==> src/rtl/msi_ring_pkg.sv <==
package msi_ring_pkg;

  localparam int REG_AW   = 3;
  localparam int REG_DW   = 32;
  localparam int NUM_W    = 16;
  localparam int BASE_W   = 64;
  localparam int REC_BITS = 128;
  localparam int REC_STEP = 16;

  localparam logic [REG_AW-1:0] RA_CTRL  = 3'd0;
  localparam logic [REG_AW-1:0] RA_BHI   = 3'd3;
  localparam logic [REG_AW-1:0] RA_BLO   = 3'd4;
  localparam logic [REG_AW-1:0] RA_RDOFF = 3'd5;
  localparam logic [REG_AW-1:0] RA_WROFF = 3'd6;

  localparam int CB_EN     = 0;
  localparam int CB_FD     = 1;
  localparam int CB_IRQ    = 3;
  localparam int CB_STOP   = 4;
  localparam int CB_STICKY = 7;
  localparam int CB_SIZE   = 8;

  typedef struct packed {
    logic [1:0] size;
    logic       stop;
    logic       irq_en;
    logic       fd;
    logic       en;
  } ctrl_t;

endpackage

==> src/rtl/msi_ring_regs.sv <==
module msi_ring_regs
  import msi_ring_pkg::*;
#(
  parameter int OFF_W = 18
) (
  input  logic              clk,
  input  logic              rst_n,
  input  logic              reg_we,
  input  logic [REG_AW-1:0] reg_addr,
  input  logic [REG_DW-1:0] reg_wdata,
  output logic [REG_DW-1:0] reg_rdata,
  input  logic [OFF_W-1:0]  rd_m,
  input  logic [OFF_W-1:0]  wr_m,
  input  logic              full_set,
  output ctrl_t             ctrl,
  output logic [BASE_W-1:0] base,
  output logic              rd_we
);

  ctrl_t             ctrl_q, ctrl_d;
  logic              sticky_q, sticky_d;
  logic [REG_DW-1:0] bhi_q, bhi_d, blo_q, blo_d;
  logic              ctrl_we;

  assign ctrl_we = reg_we && (reg_addr == RA_CTRL);
  assign rd_we   = reg_we && (reg_addr == RA_RDOFF);

  always_comb begin
    ctrl_d   = ctrl_q;
    bhi_d    = bhi_q;
    blo_d    = blo_q;
    sticky_d = sticky_q;
    if (ctrl_we) begin
      ctrl_d.en     = reg_wdata[CB_EN];
      ctrl_d.fd     = reg_wdata[CB_FD];
      ctrl_d.irq_en = reg_wdata[CB_IRQ];
      ctrl_d.stop   = reg_wdata[CB_STOP];
      ctrl_d.size   = reg_wdata[CB_SIZE+1:CB_SIZE];
      if (reg_wdata[CB_STICKY]) sticky_d = 1'b0;
    end
    if (full_set) sticky_d = 1'b1;
    if (reg_we && (reg_addr == RA_BHI)) bhi_d = reg_wdata;
    if (reg_we && (reg_addr == RA_BLO)) blo_d = reg_wdata;
  end

  always_ff @(posedge clk or negedge rst_n) begin
    if (!rst_n) begin
      ctrl_q   <= '0;
      sticky_q <= 1'b0;
      bhi_q    <= '0;
      blo_q    <= '0;
    end else begin
      ctrl_q   <= ctrl_d;
      sticky_q <= sticky_d;
      bhi_q    <= bhi_d;
      blo_q    <= blo_d;
    end
  end

  always_comb begin
    reg_rdata = '0;
    case (reg_addr)
      RA_CTRL: begin
        reg_rdata[CB_EN]               = ctrl_q.en;
        reg_rdata[CB_FD]               = ctrl_q.fd;
        reg_rdata[CB_IRQ]              = ctrl_q.irq_en;
        reg_rdata[CB_STOP]             = ctrl_q.stop;
        reg_rdata[CB_STICKY]           = sticky_q;
        reg_rdata[CB_SIZE+1:CB_SIZE]   = ctrl_q.size;
      end
      RA_BHI:   reg_rdata = bhi_q;
      RA_BLO:   reg_rdata = blo_q;
      RA_RDOFF: reg_rdata = REG_DW'(rd_m);
      RA_WROFF: reg_rdata = REG_DW'(wr_m);
      default:  reg_rdata = '0;
    endcase
  end

  assign ctrl = ctrl_q;
  assign base = {bhi_q, blo_q};

  // the sticky flag only rises after a full hit was reported
  p_sticky_rise_r8: assert property (@(posedge clk) disable iff (!rst_n)
    $rose(sticky_q) |-> $past(full_set));

endmodule

==> src/rtl/msi_ring_ptr.sv <==
module msi_ring_ptr
  import msi_ring_pkg::*;
#(
  parameter int MIN_SHIFT = 15,
  parameter int OFF_W     = MIN_SHIFT + 3
) (
  input  logic             clk,
  input  logic             rst_n,
  input  logic [1:0]       size,
  input  logic             rd_we,
  input  logic [OFF_W-1:0] rd_wdata,
  input  logic             adv,
  input  logic             bump,
  output logic [OFF_W-1:0] rd_m,
  output logic [OFF_W-1:0] wr_m,
  output logic [OFF_W-1:0] wr_next
);

  localparam logic [OFF_W-1:0] ALIGN_MASK = ~OFF_W'(REC_STEP - 1);
  localparam logic [OFF_W-1:0] STEP       = OFF_W'(REC_STEP);

  logic [OFF_W-1:0] mask;
  logic [OFF_W-1:0] rd_q, rd_d, wr_q, wr_d;

  assign mask    = ({OFF_W{1'b1}} >> (2'd3 - size)) & ALIGN_MASK;
  assign rd_m    = rd_q & mask;
  assign wr_m    = wr_q & mask;
  assign wr_next = (wr_m + STEP) & mask;

  always_comb begin
    wr_d = wr_q;
    rd_d = rd_q;
    if (adv)       wr_d = wr_next;
    if (rd_we)     rd_d = rd_wdata & mask;
    else if (bump) rd_d = (rd_m + STEP) & mask;
  end

  always_ff @(posedge clk or negedge rst_n) begin
    if (!rst_n) begin
      rd_q <= '0;
      wr_q <= '0;
    end else begin
      rd_q <= rd_d;
      wr_q <= wr_d;
    end
  end

  // the write offset moves only on a completed request
  p_wr_move_r4: assert property (@(posedge clk) disable iff (!rst_n)
    (wr_q != $past(wr_q)) |-> $past(adv));

endmodule

==> src/rtl/msi_ring_wr.sv <==
module msi_ring_wr
  import msi_ring_pkg::*;
#(
  parameter int OFF_W = 18
) (
  input  logic                clk,
  input  logic                rst_n,
  input  ctrl_t               ctrl,
  input  logic [BASE_W-1:0]   base,
  input  logic [OFF_W-1:0]    rd_m,
  input  logic [OFF_W-1:0]    wr_m,
  input  logic [OFF_W-1:0]    wr_next,
  input  logic                msg_valid,
  output logic                msg_ready,
  input  logic [NUM_W-1:0]    msg_num,
  output logic                mem_req_valid,
  input  logic                mem_req_ready,
  output logic [BASE_W-1:0]   mem_req_addr,
  output logic [REC_BITS-1:0] mem_req_data,
  output logic                adv,
  output logic                bump,
  output logic                full_set
);

  logic              busy_q, busy_d;
  logic              ovw_q, ovw_d;
  logic [BASE_W-1:0] addr_q, addr_d;
  logic [NUM_W-1:0]  num_q, num_d;
  logic              accept, full_now, start, done;

  assign msg_ready = ~busy_q;
  assign accept    = msg_valid & ~busy_q;
  assign full_now  = ctrl.fd & (wr_next == rd_m);
  assign start     = accept & ctrl.en & ~(full_now & ctrl.stop);
  assign done      = busy_q & mem_req_ready;
  assign full_set  = accept & ctrl.en & full_now;
  assign adv       = done;
  assign bump      = done & ovw_q;

  always_comb begin
    busy_d = busy_q;
    ovw_d  = ovw_q;
    addr_d = addr_q;
    num_d  = num_q;
    if (start) begin
      busy_d = 1'b1;
      ovw_d  = full_now;
      addr_d = base + BASE_W'(wr_m);
      num_d  = msg_num;
    end else if (done) begin
      busy_d = 1'b0;
      ovw_d  = 1'b0;
    end
  end

  always_ff @(posedge clk or negedge rst_n) begin
    if (!rst_n) begin
      busy_q <= 1'b0;
      ovw_q  <= 1'b0;
      addr_q <= '0;
      num_q  <= '0;
    end else begin
      busy_q <= busy_d;
      ovw_q  <= ovw_d;
      addr_q <= addr_d;
      num_q  <= num_d;
    end
  end

  assign mem_req_valid = busy_q;
  assign mem_req_addr  = addr_q;
  assign mem_req_data  = {{(REC_BITS-NUM_W){1'b0}}, num_q};

  // a waiting request holds its contents
  p_req_hold_r12: assert property (@(posedge clk) disable iff (!rst_n)
    (mem_req_valid && !mem_req_ready) |=>
      (mem_req_valid && $stable(mem_req_addr) && $stable(mem_req_data)));

  // a new request only starts while capture was enabled
  p_start_en_r7: assert property (@(posedge clk) disable iff (!rst_n)
    $rose(mem_req_valid) |-> $past(ctrl.en));

endmodule

==> src/rtl/msi_ring_ctrl.sv <==
module msi_ring_ctrl
  import msi_ring_pkg::*;
#(
  parameter int MIN_SHIFT = 15,
  localparam int OFF_W    = MIN_SHIFT + 3
) (
  input  logic                clk,
  input  logic                rst_n,
  input  logic                reg_we,
  input  logic [REG_AW-1:0]   reg_addr,
  input  logic [REG_DW-1:0]   reg_wdata,
  output logic [REG_DW-1:0]   reg_rdata,
  input  logic                msg_valid,
  output logic                msg_ready,
  input  logic [NUM_W-1:0]    msg_num,
  output logic                mem_req_valid,
  input  logic                mem_req_ready,
  output logic [BASE_W-1:0]   mem_req_addr,
  output logic [REC_BITS-1:0] mem_req_data,
  output logic                irq
);

  ctrl_t             ctrl;
  logic [BASE_W-1:0] base;
  logic              rd_we, adv, bump, full_set;
  logic [OFF_W-1:0]  rd_m, wr_m, wr_next;

  msi_ring_regs #(.OFF_W(OFF_W)) regs_i (
    .clk(clk), .rst_n(rst_n),
    .reg_we(reg_we), .reg_addr(reg_addr), .reg_wdata(reg_wdata),
    .reg_rdata(reg_rdata),
    .rd_m(rd_m), .wr_m(wr_m), .full_set(full_set),
    .ctrl(ctrl), .base(base), .rd_we(rd_we)
  );

  msi_ring_ptr #(.MIN_SHIFT(MIN_SHIFT), .OFF_W(OFF_W)) ptr_i (
    .clk(clk), .rst_n(rst_n),
    .size(ctrl.size), .rd_we(rd_we), .rd_wdata(reg_wdata[OFF_W-1:0]),
    .adv(adv), .bump(bump),
    .rd_m(rd_m), .wr_m(wr_m), .wr_next(wr_next)
  );

  msi_ring_wr #(.OFF_W(OFF_W)) wr_i (
    .clk(clk), .rst_n(rst_n),
    .ctrl(ctrl), .base(base),
    .rd_m(rd_m), .wr_m(wr_m), .wr_next(wr_next),
    .msg_valid(msg_valid), .msg_ready(msg_ready), .msg_num(msg_num),
    .mem_req_valid(mem_req_valid), .mem_req_ready(mem_req_ready),
    .mem_req_addr(mem_req_addr), .mem_req_data(mem_req_data),
    .adv(adv), .bump(bump), .full_set(full_set)
  );

  assign irq = ctrl.en & ctrl.irq_en & (rd_m != wr_m);

  // after a completion no request is outstanding in the next cycle
  p_one_req_r12: assert property (@(posedge clk) disable iff (!rst_n)
    (mem_req_valid && mem_req_ready) |=> !mem_req_valid);

endmodule

==> config.mk <==
export PLATFORM = sky130hd
export DESIGN_NAME = msi_ring_ctrl
export DESIGN_NICKNAME = d
export VERILOG_FILES = /design/src/rtl/msi_ring_pkg.sv /design/src/rtl/msi_ring_regs.sv /design/src/rtl/msi_ring_ptr.sv /design/src/rtl/msi_ring_wr.sv /design/src/rtl/msi_ring_ctrl.sv
export SDC_FILE = /design/constraint.sdc
export NUM_CORES = 1
export LEC_CHECK = 0
export BUFFER_PORTS_ARGS = -buffer_cell sky130_fd_sc_hd__buf_2
export CAP_MARGIN = 20
export CELL_PAD_IN_SITES_DETAIL_PLACEMENT = 1
export CELL_PAD_IN_SITES_GLOBAL_PLACEMENT = 1
export CORE_MARGIN = 4
export CORE_UTILIZATION = 38
export CTS_CLUSTER_DIAMETER = 30
export DETAILED_ROUTE_END_ITERATION = 6
export PLACE_DENSITY_LB_ADDON = 0.25
export SLEW_MARGIN = 15
export SYNTH_ARGS = -nofsm -noshare
export SYNTH_HDL_FRONTEND = slang
export SYNTH_SLANG_ARGS = --single-unit
==> constraint.sdc <==
create_clock -name clk -period 2.8 [get_ports clk]
set_input_delay 0.14 -clock clk [delete_from_list [all_inputs] [get_ports clk]]
set_output_delay 0.14 -clock clk [all_outputs]
set_load 0.1 [all_outputs]
==> reports/metrics.csv <==
metric;value;unit
run status;finished with violations;
failing checks;negative setup slack;
average instance area after synthesis;10.7;µm²
maximum number of buffers from clock root to sink;2;
proportion of netlist area held by the largest area contributor;39.7;%
initial antenna violation count;0;
count of synthesis-stage warnings from yosys;0;
top post-synthesis cells by count;181 x dfrtp_1, 112 x buf_4, 70 x mux2_4, 69 x mux2_2, 55 x nand2_1;
worst hold path class;primary input to flip-flop;
half-perimeter wire length after detailed placement;28.2;mm
vias after detailed routing;9258;
clock insertion delay at the later pin of the skew report;0.45;ns
setup clock skew after layout;0.0200;ns
clock network fraction of total power;15.2;%
met3 Resource Use GR;3.83;%
initial DRC count;443;
startpoint kind of the worst setup timing path;flip-flop;
Total Die Area;0.0329;mm²
maximum resistive drop on vdd;479;µV
Via-to-Cell Ratio;5.17;
clock period minus worst slack;2.88;ns
worst slew pin tran;0.714;ns
largest area contributor in the synthesized netlist;dfrtp_1;
Max Fclk;348;MHz
effective utilization at floorplan;38.5;%
Mapped Area;0.0114;mm²
worst-case setup margin in the final layout;-0.0762;ns
number of port buffers;170;
CTS tree;done;
CP required;3.13;ns
most frequent cell after synthesis;dfrtp_1;
first drt pass iteration count;5;
commonest register cell after synthesis;dfrtp_1;
post-route antenna net violation count;0;
Reg clk slew, reported paths;0.08;ns
RSZ-0062 raised after global routing;true;
floorplan die height;181;µm
maximum fanout count along the critical path;7;
core region area;0.0296;mm²
sequential group share of total power;26.1;%
fraction of met1 tracks used by global routing;28.6;%
wire length of the first global-routing pass;58.0;mm
Slew Limit Fails;0;
routed wirelength normalized by instance count;21.3;µm
width of the chip;181;µm
number of register bits inferred by synthesis;181;
standby leakage power;6.85;nW
areal power density over the cells;1110;mW/mm²
number of buffers created by CTS;17;
switching fraction of total power;56.2;%
post-route non-filler standard cell count;1791;
clock sinks;181;
fill count;3256;
biggest area contributors in the synthesized netlist;dfrtp_1 40%, mux2_4 9.2%, buf_4 7.4%, mux2_2 6.8%, xnor2_1 3.8%;
total count of hold-check failures in the final report;0;
switching power total;9.37;mW
maximum number of pins on one net before global-route repair;73;
portion of total power attributed to combinational logic;58.7;%
number of top-level pins;283;
M2 GR Usage;39.6;%
global router's overall resource usage;22.2;%
post-place setup slack;-0.0958;ns
global route total overflow;0;
count of unique library cells instantiated by Yosys;66;
Post-synth ARST share;100;%
Final Wtd Congestion;0.905;
layout overhead on the synthesized area;31.5;%
type of the worst setup path;flip-flop to flip-flop;
via count of the first global-routing pass;9745;
share of the yosys chip area belonging to registers;39.7;%
arrival time at the worst endpoint;3.21;ns
critical path capture point type;flip-flop;
share of post-route cells with drive strength above 1;37.5;%
nets;1459;
busiest grt layer;met2;
deepest level of the CTS H-tree;4;
internal power;7.30;mW
Site Rows;63;
headroom to the max-slew limit;51.9;%
count of mapped cells out of synthesis;1071;
post-route worst hold slack;0.0125;ns
total detailed-routing wirelength;38.2;mm
number of DRC violations after detailed routing;0;
max-capacitance violation count;0;
fin crit share;103;%
number of setup violations in the final report;40;
Placed Cells;1685;
Post-synth EDFFs;0;
library cell used as clock root buffer;clkbuf_16;
critical path, cell delays in order, from the launching register on:
cell and delay, ns:
dfrtp_2 0.40, buf_6 0.11, ha_4 0.14, nand3_4 0.13, nor4_4 0.38, xnor2_1 0.11
o22ai_1 0.21, and4bb_2 0.30, a21oi_4 0.24, buf_4 0.18, clkbuf_16 0.14, buf_4 0.13
mux2_4 0.29
state kept, by name, summed over array words and instances, names as in the netlist:
name and cells:
regs_i.bhi_q 32, regs_i.sticky_q 1, regs_i.ctrl 6, wr_i.num_q 16, ptr_i.rd_q 14, wr_i.ovw_q 1, wr_i.mem_req_addr 64, regs_i.blo_q 32
wr_i.mem_req_valid 1, ptr_i.wr_q 14
final timing paths:
kind / depth (start not counted) / startpoint / slack (ns) / to
max: 12 / ptr_i.wr_q[4] / -0.08 / wr_i.mem_req_addr[40]
min: 2 / reg_wdata[8] / 0.01 / regs_i.blo_q[8]
max reg2reg: 12 / ptr_i.wr_q[4] / -0.08 / wr_i.mem_req_addr[40]
min reg2reg: 2 / regs_i.sticky_q / 0.49 / regs_i.sticky_q
max in group asynchronous: 3 / rst_n / 1.70 / wr_i.mem_req_addr[8]
min in group asynchronous: 2 / rst_n / 0.30 / wr_i.num_q[2]
metrics by stage:
stage	power (mW)	utilization (%)	cell area, µm²	TNS [ns]
final	16.7	50.6	15000	-1.12
after global routing	17.3	50.6	15000	-4.26
after CTS	16.5	49.3	14600	0
after detailed placement	13.8	45.2	13400	-1.38
after global placement	13.7	45.2	13400	-0.0200
after floorplan	11.9	-	11900	-3.18
cells by family after synthesis:
group / count (synthesis) / share of synthesized area (%)
adders and majority gates: 17 / 1.93
AOI/OAI and AO/OA: 171 / 9.95
other: 1 / 0.0329
and+or+nand+nor: 248 / 11.5
xor gates and xnor gates: 93 / 7.14
DFF: 181 / 39.7
buffers and inverters: 196 / 11.5
muxes: 164 / 18.2
timing repair:
item / in CTS / in global routing
hold buffers: 47 / 0
gates resized for setup: 19 / 35
setup buffers: 4 / 16
pin swaps: 1 / 16
endpoints found under the setup margin: 67 / 79
gates cloned: 1 / 4
endpoints found under the hold margin: 144 / 0
layout make-up:
type	instances	area [µm²]	area share, %
multi-input combinational	805	6260	41.7
sequential	181	4530	30.2
timing repair buffer	355	3000	20.0
tap	390	488	3.25
clock buffer	17	425	2.84
clock inverter	15	195	1.30
inverter	26	97.6	0.651
antenna	2	5.00	0.0334
layer usage:
metal | vias to the layer above | wire length (µm) | part of all wire [%]
met5 | - | 0 | 0
met2 | 293 | 19600 | 51
met3 | 25 | 2080 | 5.5
met4 | 0 | 424 | 1.1
li1 | 4224 | - | -
met1 | 4716 | 16000 | 42
cell usage in the layout (no fill, tap or decap), drive strengths merged, types with 6 or more instances in the layout:
master,count
nor3,12
mux2i,25
o21ai,39
buf,303
clkinv,7
nand3,41
nand4,25
nor4,9
a21oi,42
dlygate4sd3,47
nor2b,6
and4,10
ha,16
xor2,43
nor2,46
clkbuf,22
xnor2,50
dfrtp,181
a22oi,11
conb,112
mux2,139
nand2,55
a22o,24
inv,34
a211oi,10
and3,20
power by group through the flow:
stage	sequential (mW)	clock (mW)	combinational, mW
4_1_cts	4.34	2.57	9.59
2_1_floorplan	8.34	0	3.52
3_5_place_dp	4.37	0	9.46
3_3_place_gp	4.34	0	9.35
5_1_grt	4.48	2.69	10.2
6_report	4.35	2.53	9.79
(Power assumes the default switching activity.)
